### config.mk
export PLATFORM = sky130hd
export DESIGN_NAME = clkgen_guard_regs
export DESIGN_NICKNAME = d
export VERILOG_FILES = /design/src/rtl/clkgen_guard_pkg.sv /design/src/rtl/cgg_unlock_seq.sv /design/src/rtl/cgg_commit.sv /design/src/rtl/clkgen_guard_regs.sv
export SDC_FILE = /design/constraint.sdc
export NUM_CORES = 1
export LEC_CHECK = 0
export ABC_AREA = 1
export BUFFER_PORTS_ARGS = -buffer_cell sky130_fd_sc_hd__buf_2
export CAP_MARGIN = 20
export CORE_MARGIN = 1
export CORE_UTILIZATION = 23
export CTS_BUF_LIST = sky130_fd_sc_hd__clkbuf_4 sky130_fd_sc_hd__clkbuf_8
export DETAILED_ROUTE_END_ITERATION = 7
export PLACE_DENSITY = 0.48
export SYNTH_ARGS = -nofsm -noshare
export SYNTH_HDL_FRONTEND = slang
export SYNTH_SLANG_ARGS = --single-unit
### constraint.sdc
create_clock -name clk -period 1.13 [get_ports clk]
set_input_delay 0.226 -clock clk [delete_from_list [all_inputs] [get_ports clk]]
set_output_delay 0.226 -clock clk [all_outputs]
set_load 0.02 [all_outputs]
### src/rtl/clkgen_guard_pkg.sv
package clkgen_guard_pkg;
   // word map
   localparam int unsigned REG_CTRL = 0;
   localparam int unsigned REG_CFG  = 1;
   localparam int unsigned REG_KEY  = 2;
   localparam int unsigned REG_STAT = 3;
   localparam int unsigned REG_CDIV = 4;
   // bit positions
   localparam int unsigned CTRL_RUN_BIT = 0;
   localparam int unsigned CTRL_REL_BIT = 1;
   localparam int unsigned STAT_RUN_BIT = 24;
   localparam int unsigned STAT_REL_BIT = 25;

   typedef enum logic {
      SEQ_IDLE  = 1'b0,
      SEQ_ARMED = 1'b1
   } seq_state_t;
endpackage

### src/rtl/cgg_unlock_seq.sv
module cgg_unlock_seq
   import clkgen_guard_pkg::*;
#(
   parameter int unsigned     KEY_W      = 8,
   parameter logic [KEY_W-1:0] KEY_FIRST  = 'hAA,
   parameter logic [KEY_W-1:0] KEY_SECOND = 'h55,
   parameter bit              STRICT     = 1'b0
) (
   input  logic             clk,
   input  logic             rst_n,
   input  logic             key_wr,
   input  logic             other_acc,
   input  logic [KEY_W-1:0] key,
   output logic             commit
);
   seq_state_t state_q, state_d;
   logic       idle_drop;

   generate
      if (STRICT) begin : g_strict
         // any cycle without a key write breaks the pattern
         assign idle_drop = 1'b1;
      end else begin : g_loose
         assign idle_drop = 1'b0;
      end
   endgenerate

   always_comb begin
      state_d = state_q;
      commit  = 1'b0;
      case (state_q)
         SEQ_IDLE: begin
            if (key_wr && key == KEY_FIRST) state_d = SEQ_ARMED;
         end
         SEQ_ARMED: begin
            if (key_wr) begin
               commit  = (key == KEY_SECOND);
               state_d = SEQ_IDLE;
            end else if (other_acc || idle_drop) begin
               state_d = SEQ_IDLE;
            end
         end
         default: state_d = SEQ_IDLE;
      endcase
   end

   always_ff @(posedge clk) begin
      if (!rst_n) state_q <= SEQ_IDLE;
      else        state_q <= state_d;
   end

   // a commit consumes the pattern
   a_r5_commit_disarms: assert property (@(posedge clk) disable iff (!rst_n)
      commit |=> state_q == SEQ_IDLE);
   // a foreign access while armed returns to idle
   a_r4_access_aborts: assert property (@(posedge clk) disable iff (!rst_n)
      (state_q == SEQ_ARMED && other_acc && !key_wr) |=> state_q == SEQ_IDLE);
   // arming needs a key write
   a_r3_arm_needs_key: assert property (@(posedge clk) disable iff (!rst_n)
      (state_q == SEQ_IDLE && !key_wr) |=> state_q == SEQ_IDLE);
endmodule

### src/rtl/cgg_commit.sv
module cgg_commit #(
   parameter int unsigned MULT_W = 15
) (
   input  logic              clk,
   input  logic              rst_n,
   input  logic              commit,
   input  logic              st_run,
   input  logic              st_rel,
   input  logic [MULT_W-1:0] st_mult,
   output logic              act_run,
   output logic              act_rel,
   output logic [MULT_W-1:0] act_mult
);
   always_ff @(posedge clk) begin
      if (!rst_n) begin
         act_run  <= 1'b0;
         act_rel  <= 1'b0;
         act_mult <= '0;
      end else if (commit) begin
         act_run <= st_run;
         act_rel <= st_rel & st_run;
         if (!act_run) act_mult <= st_mult;
      end
   end

   // release never stands without run
   a_r7_rel_needs_run: assert property (@(posedge clk) disable iff (!rst_n)
      act_rel |-> act_run);
   // multiplier frozen across a commit made while running
   a_r6_mult_frozen: assert property (@(posedge clk) disable iff (!rst_n)
      (commit && act_run) |=> $stable(act_mult));
   // working state moves only on a commit
   a_r5_hold_without_commit: assert property (@(posedge clk) disable iff (!rst_n)
      !commit |=> ($stable(act_run) && $stable(act_rel) && $stable(act_mult)));
endmodule

### src/rtl/clkgen_guard_regs.sv
module clkgen_guard_regs
   import clkgen_guard_pkg::*;
#(
   parameter int unsigned DATA_W   = 32,
   parameter int unsigned ADDR_W   = 3,
   parameter int unsigned MULT_W   = 15,
   parameter int unsigned CDIV_W   = 8,
   parameter int unsigned KEY_W    = 8,
   parameter int unsigned LOCK_BIT = 26,
   parameter bit          STRICT   = 1'b0
) (
   input  logic              clk,
   input  logic              rst_n,
   input  logic [ADDR_W-1:0] bus_addr,
   input  logic              bus_wr,
   input  logic              bus_rd,
   input  logic [DATA_W-1:0] bus_wdata,
   output logic [DATA_W-1:0] bus_rdata,
   input  logic              pll_lock,
   output logic              pll_run,
   output logic              pll_release,
   output logic [MULT_W-1:0] pll_mult_m1,
   output logic [CDIV_W:0]   cpu_div_ratio
);
   localparam logic [ADDR_W-1:0] A_CTRL = ADDR_W'(REG_CTRL);
   localparam logic [ADDR_W-1:0] A_CFG  = ADDR_W'(REG_CFG);
   localparam logic [ADDR_W-1:0] A_KEY  = ADDR_W'(REG_KEY);
   localparam logic [ADDR_W-1:0] A_STAT = ADDR_W'(REG_STAT);
   localparam logic [ADDR_W-1:0] A_CDIV = ADDR_W'(REG_CDIV);

   // elaboration checks
   if (MULT_W > STAT_RUN_BIT) begin : g_bad_mult
      $error("MULT_W overlaps the status flags");
   end
   if (LOCK_BIT >= DATA_W || LOCK_BIT <= STAT_REL_BIT) begin : g_bad_lock
      $error("LOCK_BIT out of range");
   end
   if (CDIV_W >= DATA_W || KEY_W > DATA_W) begin : g_bad_width
      $error("field wider than the data bus");
   end
   if ((1 << ADDR_W) <= REG_CDIV) begin : g_bad_addr
      $error("ADDR_W too small for the word map");
   end

   logic              st_run, st_rel;
   logic [MULT_W-1:0] st_mult;
   logic [CDIV_W-1:0] cdiv_q;
   logic              key_wr, other_acc, commit;

   assign key_wr    = bus_wr && bus_addr == A_KEY;
   assign other_acc = (bus_wr || bus_rd) && !key_wr;

   always_ff @(posedge clk) begin
      if (!rst_n) begin
         st_run  <= 1'b0;
         st_rel  <= 1'b0;
         st_mult <= '0;
         cdiv_q  <= '0;
      end else if (bus_wr) begin
         case (bus_addr)
            A_CTRL: begin
               st_run <= bus_wdata[CTRL_RUN_BIT];
               st_rel <= bus_wdata[CTRL_REL_BIT];
            end
            A_CFG:   st_mult <= bus_wdata[MULT_W-1:0];
            A_CDIV:  cdiv_q  <= bus_wdata[CDIV_W-1:0];
            default: ;
         endcase
      end
   end

   cgg_unlock_seq #(
      .KEY_W      (KEY_W),
      .KEY_FIRST  (KEY_W'('hAA)),
      .KEY_SECOND (KEY_W'('h55)),
      .STRICT     (STRICT)
   ) u_seq (
      .clk       (clk),
      .rst_n     (rst_n),
      .key_wr    (key_wr),
      .other_acc (other_acc),
      .key       (bus_wdata[KEY_W-1:0]),
      .commit    (commit)
   );

   cgg_commit #(
      .MULT_W (MULT_W)
   ) u_commit (
      .clk      (clk),
      .rst_n    (rst_n),
      .commit   (commit),
      .st_run   (st_run),
      .st_rel   (st_rel),
      .st_mult  (st_mult),
      .act_run  (pll_run),
      .act_rel  (pll_release),
      .act_mult (pll_mult_m1)
   );

   assign cpu_div_ratio = {1'b0, cdiv_q} + (CDIV_W+1)'(1);

   always_comb begin
      bus_rdata = '0;
      case (bus_addr)
         A_CTRL: begin
            bus_rdata[CTRL_RUN_BIT] = st_run;
            bus_rdata[CTRL_REL_BIT] = st_rel;
         end
         A_CFG:  bus_rdata[MULT_W-1:0] = st_mult;
         A_STAT: begin
            bus_rdata[MULT_W-1:0]   = pll_mult_m1;
            bus_rdata[STAT_RUN_BIT] = pll_run;
            bus_rdata[STAT_REL_BIT] = pll_release;
            bus_rdata[LOCK_BIT]     = pll_lock;
         end
         A_CDIV:  bus_rdata[CDIV_W-1:0] = cdiv_q;
         default: ;
      endcase
   end

   // a staging write alone never moves the outputs
   a_r2_stage_no_effect: assert property (@(posedge clk) disable iff (!rst_n)
      (bus_wr && bus_addr != A_KEY) |=> ($stable(pll_run) && $stable(pll_release)));
   // divider follows a direct write on the next cycle
   a_r9_div_direct: assert property (@(posedge clk) disable iff (!rst_n)
      (bus_wr && bus_addr == A_CDIV)
      |=> cpu_div_ratio == {1'b0, $past(bus_wdata[CDIV_W-1:0])} + (CDIV_W+1)'(1));
endmodule

# [Word-level counts from Yosys, hierarchy flattened]
# Index checks and enable logic that the tools add are counted.
# Widths: inputs -> output; s select.
[totals] register_bits=43 output_inout_bits=58 wordCells=38
[classes] addsub=1 n_eq_ne=6 mux=10 bitwise_logic=3 n_reduce_logical=10
[ops] op="$pmux 6 s3" n=1
[ops] op="$pmux 7 s2" n=1
[ops] op="$add 8x1->9 const B" n=1
[ops] op="$eq 8x7->1 const B" n=1
[ops] op="$eq 8x8->1 const B" n=1
[ops] op="$pmux 2 s4" n=1
[ops] op="$reduce_and 2->1" n=4
[ops] op="$eq 3x2->1 const B" n=2
[ops] op="$mux 1" n=5
[ops] op="$eq 3x1->1 const B" n=1
[ops] op="$eq 3x3->1 const B" n=1
[ops] op="$logic_and 1x1->1" n=3
[ops] op="$logic_not 3->1" n=1
[ops] op="$mux 3" n=1
[ops] op="$not 1->1" n=2
[ops] op="$pmux 1 s2" n=1
[ops] op="$and 1x1->1" n=1
[ops] op="$logic_not 1->1" n=1
[ops] op="$logic_or 1x1->1" n=1

# [Depth between registers and ports, before layout]
# Gate-level depths: netlist of run 1.
[logic_depth] ltp_word=7 depth_mapped=10 depth_no_buf=8

# [By module]
# From an unflattened synthesis of run 1, not the netlist that was laid out.
[unflattened] cells_unflattened=407 hier_area_um2=2665.1
[by_module_without_submodules] mod="clkgen_guard_regs" n_inst=1 cells_each=275 area_each_um2=1818.0
[by_module_without_submodules] mod="cgg_commit" n_inst=1 cells_each=108 area_each_um2=730.7
[by_module_without_submodules] mod="cgg_unlock_seq" n_inst=1 cells_each=24 area_each_um2=116.4

# [Least setup slack after synthesis of run 1]
# No wires, ideal clock.
[synth_path] kind="register to output" start="register cdiv_q[0]" end="output port cpu_div_ratio[6]" t_arrival_ps=1231 t_required_ps=904 slack_ps=-327 stages_incl_launch_ff=5 n_path_buf=0 cell_sequence="dfxtp_1 ha_1 nand2_1 nor3_1 xor2_1"
[synth_between] elab_chain_len=1
[synth_rtl] item="start, declared" line="clkgen_guard_regs.sv:47" rtl="logic [CDIV_W-1:0] cdiv_q;"
[synth_rtl] item="start signal, assigned" line="clkgen_guard_regs.sv:66" rtl="A_CDIV: cdiv_q <= bus_wdata[CDIV_W-1:0];"
[synth_rtl] item="$add 8x1->9" line="clkgen_guard_regs.sv:100" rtl="assign cpu_div_ratio = {1'b0, cdiv_q} + (CDIV_W+1)'(1);"
[synth_rtl] item="end, declared" line="clkgen_guard_regs.sv:23" rtl="output logic [CDIV_W:0] cpu_div_ratio"
# No other way between the ends.

# [Final worst setup path of run 1]
[layout_path] start="register cdiv_q[0]" end="output port cpu_div_ratio[4]"
# The elaborated chain is that of the path after synthesis.

==> results of run 1 <==
-- final cells by class --
class / count / area [um2] / area share [%]
timing repair buffer: 126 / 1120 / 28.0
clock inverter: 3 / 26.3 / 0.655
clock buffer: 5 / 68.8 / 1.72
sequential: 43 / 890 / 22.2
multi-input combinational: 213 / 1530 / 38.1
tap: 129 / 161 / 4.02
inverter: 50 / 216 / 5.40
-- power by group through the flow --
stage	registers [W]	logic [W]	clock network, W
2_1_floorplan	0.00160	0.000271	0
3_3_place_gp	0.00160	0.000433	0
3_5_place_dp	0.00160	0.000436	0
4_1_cts	0.00157	0.000542	0.00111
5_1_grt	0.00158	0.000616	0.00119
6_report	0.00157	0.000568	0.00108
-- per-layer routing --
layer	track usage (%)	vias to the layer above	share of wire, %
met2	27.8	41	51
li1	-	1233	-
met1	19.0	1092	45
met3	2.51	12	2.7
met5	0	-	0
met4	3.57	0	1.2
-- flip-flops by register name, summed over array words and instances, names as in the netlist --
| register | count |
|---|---|
| cdiv_q | 8 |
| st_mult | 15 |
| st_rel | 1 |
| st_run | 1 |
| u_commit.act_mult | 15 |
| u_commit.act_rel | 1 |
| u_commit.act_run | 1 |
| u_seq.state_q | 1 |
-- per-stage QoR --
stage | instance area (um2) | power [W]
after floorplan | 2460 | 0.00187
after global placement | 3110 | 0.00204
after detailed placement | 3110 | 0.00204
after CTS | 3860 | 0.00322
after global routing | 4010 | 0.00338
final | 4010 | 0.00322
-- cell usage after synthesis (2+ instances only) --
cell type | n | area, um2
nand2_1 | 50 | 188
nor2_1 | 48 | 180
inv_1 | 46 | 173
dfxtp_1 | 43 | 861
a21oi_1 | 29 | 145
o21ai_0 | 21 | 105
buf_4 | 15 | 113
buf_2 | 8 | 40.0
nand3_1 | 8 | 40.0
o22ai_1 | 7 | 43.8
o21ai_1 | 6 | 30.0
o221ai_1 | 6 | 52.6
xor2_1 | 6 | 52.6
inv_2 | 4 | 15.0
nand2_2 | 4 | 25.0
nor3_1 | 4 | 20.0
buf_6 | 3 | 33.8
nand4_1 | 2 | 12.5
nor2_4 | 2 | 22.5
-- worst reg2reg max path: stages (launching register included) --
cell	delay, ns
dfxtp_2	0.36
nand3_4	0.09
nor2_4	0.14
nand3_4	0.14
buf_6	0.18
buf_16	0.15
nand2_4	0.05
nand2_2	0.04
nor2_1	0.09
-- cells by family after synthesis --
logic type / Yosys count
adder cells (fa/ha/maj): 1
other: 1
XOR/XNOR: 6
flip-flops: 43
buffers and inverters: 78
AO/OA/AOI/OAI: 70
AND/OR/NAND/NOR: 122
-- repair_timing --
| action | CTS | global route |
|---|---|---|
| gates cloned | 4 | 0 |
| resized for setup | 128 | 53 |
| setup buffers | 13 | 7 |
| endpoints found under the setup margin | 51 | 52 |
| pin swaps | 20 | 17 |
| endpoints found under the hold margin | 0 | 0 |
-- final timing paths --
kind | start | end | slack (ns) | cells past startpoint
setup / recovery | cdiv_q[0] | cpu_div_ratio[4] | -0.51 | 6
hold / removal | bus_rd | u_seq.state_q | 0.18 | 4
setup reg to reg | u_seq.state_q | u_commit.act_mult[14] | -0.15 | 8
hold reg to reg | st_rel | st_rel | 0.48 | 2
==> run metrics, run 1 <==
outcome finished, violations left; failing checks negative setup slack; most frequent cells in the layout buf_4 (49), inv_1 (36), buf_2 (36); Synth cell types 28; largest family of logic cells by synthesized area simple AND/OR/NAND/NOR gates; max-slew violations 0; Antenna Cells 0; largest net degree at the start of global routing 42; Post-Synth Simple-Gate Area 23.5%; worst path cell trace ha_4 -> nand2_4 -> buf_12 -> nor2_4 -> xor2_4 -> buf_6; die area between 0.01 and 0.015 mm2; DRC viols 0; P_int around 0.0022 W; Max Cap Viol 0; Final Util between 40% and 50%; final wirelength 7.29 mm; final net count 480; layout cell share with drive strength beyond 1 53.6%; Yosys reg bits 43; Tcrit/Tclk final 145%; I/O pin count 98; Die H 100 um; final cell count without fillers 569; VDD IR max 0.424 mV; Crit path required time 0.90 ns; Setup TNS -8.66 ns; cts hold-fix bufs 0; Synth Area in Adders 0.564%; Switching Fraction 30.4%; CP max-delay cell dfxtp_4; type of the worst min-delay path in -> reg; drt initial violations 49; CP delay by family, top flip-flops; vias 2378; Clock Sinks 43; endpoints failing setup 40; mux cell area share after synthesis 0%; Root Driver clkbuf_8; register area share after synthesis just under 40%; kind of critical path reg -> out; CP Max Fanout 3; H-tree levels 2; Post-Syn Instances 321; number of synthesized flops with an enable pin 0; CP startpoint kind register; Reg power frac 48.7%; worst skew pair latency 0.31 ns; slowest stage delay, CP 0.38 ns; Avg Inst Size Synth 6.91 um2; XOR/XNOR Fraction of Synth Area under 10%; # rows 35; clk_skew 0.0160 ns; final hold slack 0.178 ns; Max Root-Sink Buffers 2; port buffer count 66; post-route setup slack -0.513 ns; Hold Violations, Final 0; Gate power share 17.6%; Mapped Area 0.00222 mm2; Syn-to-layout area delta 80.8%; Core Area just over 0.009 mm2; initial antenna violation count 0; Leakage Power between 1.5 and 2 nW; clock-pin slew of the registers on the worst-case setup and hold paths roughly 0.11 ns; RSZ-0062 raised after global routing true; post-layout min period approximately 1.6 ns; Async S/R FF share, synth 0%; Initial Utilization a little under a quarter; Detail Placement HPWL between 4 and 5 mm; CP Buf/Inv Count 2; CP endpoint kind output port; Filler Cell Count 985; Clk pwr share 33.6%; gpl congestion around 0.83; Post-Place Setup Slack -0.420 ns; antenna-violating nets left 0; CTS tree yes; Synth Flop Type dfxtp_1; Switch Pwr 0.000981 W; placed cells 542; WL/cell ~13 um; Die W 100 um; gr usage total around 15%; Pre-antenna DRT Iters 4; vias in the first global route 2427; wire length of the first global-routing pass 11.9 mm; total global routing overflow 0; Ys Warns 0; commonest non-fill, non-tap cell in the layout buf_4; DR vias/cell 4.18; Crit path arrival time 1.42 ns; f_max 609 MHz; Power Dens Cells about 800 mW/mm2; CTS Buf Count 5; post-synthesis compound-gate area fraction 17.4%
Power figures use the tool's default switching activity.
==> inputs of run 2 (changes only) <==
--- a/config.mk
+++ b/config.mk
@@ -5,8 +5,7 @@
 export SDC_FILE = /design/constraint.sdc
 export NUM_CORES = 1
 export LEC_CHECK = 0
-export ABC_AREA = 1
-export BUFFER_PORTS_ARGS = -buffer_cell sky130_fd_sc_hd__buf_2
+export BUFFER_PORTS_ARGS = -buffer_cell sky130_fd_sc_hd__buf_4
 export CAP_MARGIN = 20
 export CORE_MARGIN = 1
 export CORE_UTILIZATION = 23
==> run metrics, run 2 <==
outcome finished, violations left (unchanged); failing checks negative setup slack (unchanged); Tcrit/Tclk final 133% (was 145%); Synth cell types 36 (was 28); type of the worst min-delay path in -> reg (unchanged); Detail Placement HPWL 5.31 mm (was 4.88 mm); count leader, synth nand2_1 (unchanged); clk_skew 0.00519 ns (was 0.0160 ns); Switch Pwr 0.000890 W (was 0.000981 W); post-synth top area share 37.2% (was 38.8%); hold path start bus_wdata[11] (was bus_rd); CP Buf/Inv Count 1 (was 2); initial antenna violation count 0 (unchanged); Switching Fraction 26.2% (was 30.4%); largest net degree at the start of global routing 31 (was 42); Mapped Area 0.00232 mm2 (was 0.00222 mm2); CP max-delay cell dfxtp_2 (was dfxtp_4); die area 0.0105 mm2 (was 0.0100 mm2); register area share after synthesis 37.2% (was 38.8%); number of synthesized flops with an enable pin 0 (unchanged); CTS tree yes (unchanged); drt initial violations 49 (unchanged); Yosys reg bits 43 (unchanged); I/O pin count 98 (unchanged); gpl congestion 0.818 (was 0.834); Initial Utilization 23.7% (was 23.9%); Post-Place Setup Slack -0.496 ns (was -0.420 ns); P_int 0.00250 W (was 0.00224 W); # rows 36 (was 35); post-synth top area cell dfxtp_1 (unchanged); vias 2250 (was 2378); slowest stage delay, CP 0.33 ns (was 0.38 ns); Clock Sinks 43 (unchanged); overall power 0.00339 W (was 0.00322 W); H-tree levels 2 (unchanged); Async S/R FF share, synth 0% (unchanged); final net count 429 (was 480); R2R setup slack -0.21 ns (was -0.15 ns); Clk pwr share 36.3% (was 33.6%); f_max 664 MHz (was 609 MHz); post-route setup slack -0.375 ns (was -0.513 ns); r2r startpoint u_commit.act_run (was u_seq.state_q); wire length of the first global-routing pass 11.7 mm (was 11.9 mm); Crit path arrival time 1.28 ns (was 1.42 ns); Synth Flop Type dfxtp_1 (unchanged); Crit path required time 0.90 ns (about the same); VDD IR max 0.485 mV (was 0.424 mV); Post-Syn Instances 264 (was 321); cts hold-fix bufs 0 (unchanged); Final Util 45.0% (was 43.2%); Leakage Power 1.69 nW (was 1.77 nW); DR vias/cell 4.31 (was 4.18); Root Driver clkbuf_8 (unchanged); max-slew violations 0 (unchanged); worst skew pair latency 0.30 ns (was 0.31 ns); port buffer count 66 (unchanged); antenna-violating nets left 0 (unchanged); DRC viols 0 (unchanged); Ys Warns 0 (unchanged); hold path endpoint st_mult[11] (was u_seq.state_q); number of cells on the worst reg-to-reg path 5 (was 8); CP delay by family, top simple AND/OR/NAND/NOR gates (was flip-flops); layout cell share with drive strength beyond 1 59.9% (was 53.6%); Filler Cell Count 951 (was 985); Avg Inst Size Synth 8.77 um2 (was 6.91 um2); CP Max Fanout 3 (unchanged); Hold Path Depth 3 (was 4); gr usage total 14.8% (was 15.4%); R2R Path End u_commit.act_mult[8] (was u_commit.act_mult[14]); vias in the first global route 2275 (was 2427); final hold slack 0.171 ns (was 0.178 ns); Die W 102 um (was 100 um); CTS Buf Count 5 (unchanged); RSZ-0062 raised after global routing true (unchanged); CP endpoint kind output port (unchanged); final wirelength 7.46 mm (was 7.29 mm); commonest non-fill, non-tap cell in the layout buf_4 (unchanged); most frequent cells in the layout buf_4 (69), nand2_1 (66), buf_6 (54) (was buf_4 (49), inv_1 (36), buf_2 (36)); clock-pin slew of the registers on the worst-case setup and hold paths 0.09 ns (was 0.11 ns); kind of critical path reg -> out (unchanged); Antenna Cells 0 (unchanged); Gate power share 18.0% (was 17.6%); CP startpoint kind register (unchanged); Pre-antenna DRT Iters 4 (unchanged); Hold Violations, Final 0 (unchanged); Power Dens Cells 770 mW/mm2 (was 803 mW/mm2); Reg power frac 45.7% (was 48.7%); top cells by count, synth nand2_1 (66), dfxtp_1 (43), mux2i_1 (36) (was nand2_1 (50), nor2_1 (48), inv_1 (46)); total global routing overflow 0 (unchanged); dominant cells by area after synthesis dfxtp_1 (37%), mux2i_1 (16%), nand2_1 (11%) (was dfxtp_1 (39%), nand2_1 (8.5%), nor2_1 (8.1%)); Die H 102 um (was 100 um); post-layout min period 1.51 ns (was 1.64 ns); worst path cell trace and3_4 -> nand4_1 -> xnor2_2 -> buf_4 (was ha_4 -> nand2_4 -> buf_12 -> nor2_4 -> xor2_4 -> buf_6); Max Cap Viol 0 (unchanged); WL/cell 14.3 um (was 12.8 um); Core Area 0.00977 mm2 (was 0.00928 mm2); Syn-to-layout area delta 90.1% (was 80.8%); Max Root-Sink Buffers 2 (unchanged); largest registers st_mult x15, u_commit.act_mult x15, cdiv_q x8 (unchanged); endpoints failing setup 44 (was 40)
run 2: worst max-delay path by stage:
stage,slack (ns),cells after the start,to,startpoint
final,-0.38,4,cpu_div_ratio[7],cdiv_q[4]
after global routing,-0.46,4,cpu_div_ratio[7],cdiv_q[4]
after CTS,-0.40,4,cpu_div_ratio[6],cdiv_q[1]
after detailed placement,-0.50,5,u_commit.act_mult[8],bus_wdata[1]
after global placement,-0.44,5,u_commit.act_mult[8],bus_wdata[1]
after floorplan,-0.45,4,u_commit.act_mult[0],bus_wdata[1]
run 2: area by class of cell:
cell class	count	area, um2	area share [%]
clock buffer	5	68.8	1.56
tap	133	166	3.78
timing repair buffer	135	1370	31.1
sequential	43	907	20.6
multi-input combinational	202	1840	41.9
inverter	1	3.75	0.0853
clock inverter	3	43.8	0.995
run 2: power by group through the flow:
| stage | combinational (W) | clock, W | sequential (W) |
|---|---|---|---|
| after floorplan | 0.000317 | 0 | 0.00159 |
| after CTS | 0.000545 | 0.00128 | 0.00155 |
| final | 0.000609 | 0.00123 | 0.00155 |
| after global placement | 0.000491 | 0 | 0.00159 |
| after detailed placement | 0.000492 | 0 | 0.00159 |
| after global routing | 0.000651 | 0.00135 | 0.00155 |
run 2: stage by stage:
| stage | TNS (ns) | area (um2) | std cells |
|---|---|---|---|
| floorplan | -7.54 | 2800 | 277 |
| global placement | -16.42 | 3580 | 490 |
| detailed placement | -17.41 | 3580 | 490 |
| CTS | -9.83 | 4140 | 512 |
| global route | -11.85 | 4400 | 522 |
| finish | -9.60 | 4400 | 522 |
run 2: layer usage:
layer  routed length, um  GRT usage (%)  vias to the layer above
met2                3670           25.8                       62
met5                   0              0                        -
met1                3390           18.6                     1051
met3                 338           3.28                        7
li1                    -              -                     1130
met4                  68           2.86                        0
run 2: worst reg2reg max path, delay by kind of cell, from the launching register on:
family	cells	cell delay, ns
AND/OR/NAND/NOR	2	0.43
flip-flops	1	0.33
buffers and inverters	2	0.31
multiplexers	1	0.19
run 2: cell families (layout without fill, tap and decap cells):
logic type	Yosys count	in the layout	synth area share (%)
fa+ha+maj	1	1	0.540
mux	36	36	15.6
buf+inv	32	144	7.83
simple gates	113	113	25.7
other cells	1	14	0.162
xor+xnor	6	6	2.27
flops	43	43	37.2
compound gates	32	32	10.8
run 2: timing repair:
item	4_1_cts	5_1_grt
setup endpoints to repair	46	68
gates resized for setup	92	31
endpoints found under the hold margin	0	0
buffers inserted	14	11
gates cloned	1	1
pin swaps	19	17
==> inputs of run 3 (changes only) <==
--- a/config.mk
+++ b/config.mk
@@ -12,6 +12,8 @@
 export CTS_BUF_LIST = sky130_fd_sc_hd__clkbuf_4 sky130_fd_sc_hd__clkbuf_8
 export DETAILED_ROUTE_END_ITERATION = 7
 export PLACE_DENSITY = 0.48
+export RECOVER_POWER = 100
+export SETUP_SLACK_MARGIN = 0.3
 export SYNTH_ARGS = -nofsm -noshare
 export SYNTH_HDL_FRONTEND = slang
 export SYNTH_SLANG_ARGS = --single-unit
==> run metrics, run 3 (synthesis gave the netlist of run 2 again) <==
DR vias/cell 4.36 (was 4.31); CP endpoint kind output port (unchanged); Hold Violations, Final 0 (unchanged); wire length of the first global-routing pass 11.4 mm (was 11.7 mm); Antenna Cells 0 (unchanged); clk_skew 0.00908 ns (was 0.00519 ns); CP startpoint kind register (unchanged); max-slew violations 0 (unchanged); gpl congestion 0.720 (was 0.818); WL/cell 14.7 um (was 14.3 um); Crit path required time 0.90 ns (about the same); final wirelength 7.52 mm (was 7.46 mm); Tcrit/Tclk final 139% (was 133%); Max Root-Sink Buffers 2 (unchanged); most frequent cells in the layout buf_6 (60), nand2_1 (51), buf_4 (50) (was buf_4 (69), nand2_1 (66), buf_6 (54)); Power Dens Cells 706 mW/mm2 (was 770 mW/mm2); failing checks negative setup slack (unchanged); Crit path arrival time 1.35 ns (was 1.28 ns); cts hold-fix bufs 0 (unchanged); commonest non-fill, non-tap cell in the layout buf_6 (was buf_4); Core Area 0.00977 mm2 (unchanged); largest net degree at the start of global routing 47 (was 31); endpoints failing setup 61 (was 44); vias in the first global route 2162 (was 2275); Pre-antenna DRT Iters 4 (unchanged); Max Cap Viol 0 (unchanged); Die H 102 um (unchanged); Root Driver clkbuf_8 (unchanged); outcome finished, violations left (unchanged); clock-pin slew of the registers on the worst-case setup and hold paths 0.09 ns (about the same); Die W 102 um (unchanged); Syn-to-layout area delta 94.2% (was 90.1%); CTS Buf Count 5 (unchanged); # rows 36 (unchanged); DRC viols 0 (unchanged); Clock Sinks 43 (unchanged); kind of critical path reg -> out (unchanged); Setup TNS -10.18 ns (was -9.60 ns); type of the worst min-delay path in -> reg (unchanged); VDD IR max 0.433 mV (was 0.485 mV); CTS tree yes (unchanged); RSZ-0062 raised after global routing true (unchanged); total global routing overflow 0 (unchanged); largest registers st_mult x15, u_commit.act_mult x15, cdiv_q x8 (unchanged); Initial Utilization 23.7% (unchanged); antenna-violating nets left 0 (unchanged); CP Max Fanout 3 (unchanged); post-layout min period 1.57 ns (was 1.51 ns); H-tree levels 2 (unchanged); I/O pin count 98 (unchanged); Detail Placement HPWL 5.26 mm (was 5.31 mm); port buffer count 66 (unchanged); f_max 636 MHz (was 664 MHz); post-route setup slack -0.443 ns (was -0.375 ns); die area 0.0105 mm2 (unchanged); layout cell share with drive strength beyond 1 62.9% (was 59.9%); initial antenna violation count 0 (unchanged); Leakage Power 1.73 nW (was 1.69 nW); gr usage total 14.3% (was 14.8%); drt initial violations 51 (was 49); final net count 417 (was 429); Post-Place Setup Slack -0.476 ns (was -0.496 ns); vias 2224 (was 2250); worst skew pair latency 0.30 ns (about the same)
[run 3: cell count changes in the layout (fill, tap and decap cells not counted), moves of 3 or more]
cell | before | now
a21boi_0 | 14 | 0
a21boi_1 | 1 | 7
a21boi_2 | 0 | 8
buf_4 | 69 | 50
buf_6 | 54 | 60
dfxtp_1 | 10 | 23
dfxtp_2 | 31 | 13
dfxtp_4 | 2 | 7
nand2_1 | 66 | 51
nand2_2 | 0 | 5
nand2_4 | 0 | 10
xnor2_2 | 4 | 1
xnor2_4 | 1 | 4
[run 3: worst max-delay path, cell delays in order (launching register included)]
cell	delay (ns)
dfxtp_4	0.36
and3_4	0.22
nand4_1	0.15
xnor2_2	0.16
buf_4	0.15
[run 3: layout make-up]
class                   count  area (um2)
repair buffers            123        1290
inverters                   1        3.75
clock buffers               6        76.3
flip-flops and latches     43         903
fillers                   951        5280
multi-input cells         202        2040
well taps                 133         166
clock inverters             2        12.5
[run 3: stage by stage]
| step | total power (W) | hold slack (ns) | utilization (%) | instance area (um2) | cells |
|---|---|---|---|---|---|
| 2_1_floorplan | 0.00193 | 0.361 | - | 2960 | 277 |
| 3_3_place_gp | 0.00209 | 0.460 | 37.9 | 3710 | 486 |
| 3_5_place_dp | 0.00209 | 0.466 | 37.9 | 3710 | 486 |
| 4_1_cts | 0.00317 | 0.158 | 43.9 | 4300 | 503 |
| 5_1_grt | 0.00332 | 0.172 | 46.0 | 4500 | 510 |
| 6_report | 0.00317 | 0.170 | 46.0 | 4500 | 510 |
[run 3: path summary, 6_finish.rpt]
path                 startpoint                    to  slack (ns)  cells past startpoint
hold reg to reg      st_mult[9]            st_mult[9]        0.48                      2
hold / removal    bus_wdata[11]           st_mult[11]        0.17                      3
setup reg to reg  u_seq.state_q  u_commit.act_mult[0]       -0.26                      5
setup / recovery      cdiv_q[4]      cpu_div_ratio[7]       -0.44                      4
[run 3: report_power, final]
| part | internal [W] | total (W) | leakage, nW | switching, W |
|---|---|---|---|---|
| logic | 0.000316 | 0.000633 | 1.32 | 0.000317 |
| registers | 0.00152 | 0.00154 | 0.359 | 0.0000210 |
| clock network | 0.000457 | 0.00100 | 0.0446 | 0.000544 |
| total | 0.00229 | 0.00317 | 1.73 | 0.000882 |
[run 3: metal layers]
layer	vias up	wire (um)	global-route usage (%)
li1	1102	-	-
met2	52	3640	23.9
met3	6	259	2.33
met1	1064	3540	19.2
met5	-	0	0
met4	0	78	3.63
[run 3: timing repair]
action	in CTS	in global routing
endpoints found under the setup margin	87	87
gates resized for setup	127	44
pin swaps	30	25
gates cloned	0	1
buffers inserted	9	6
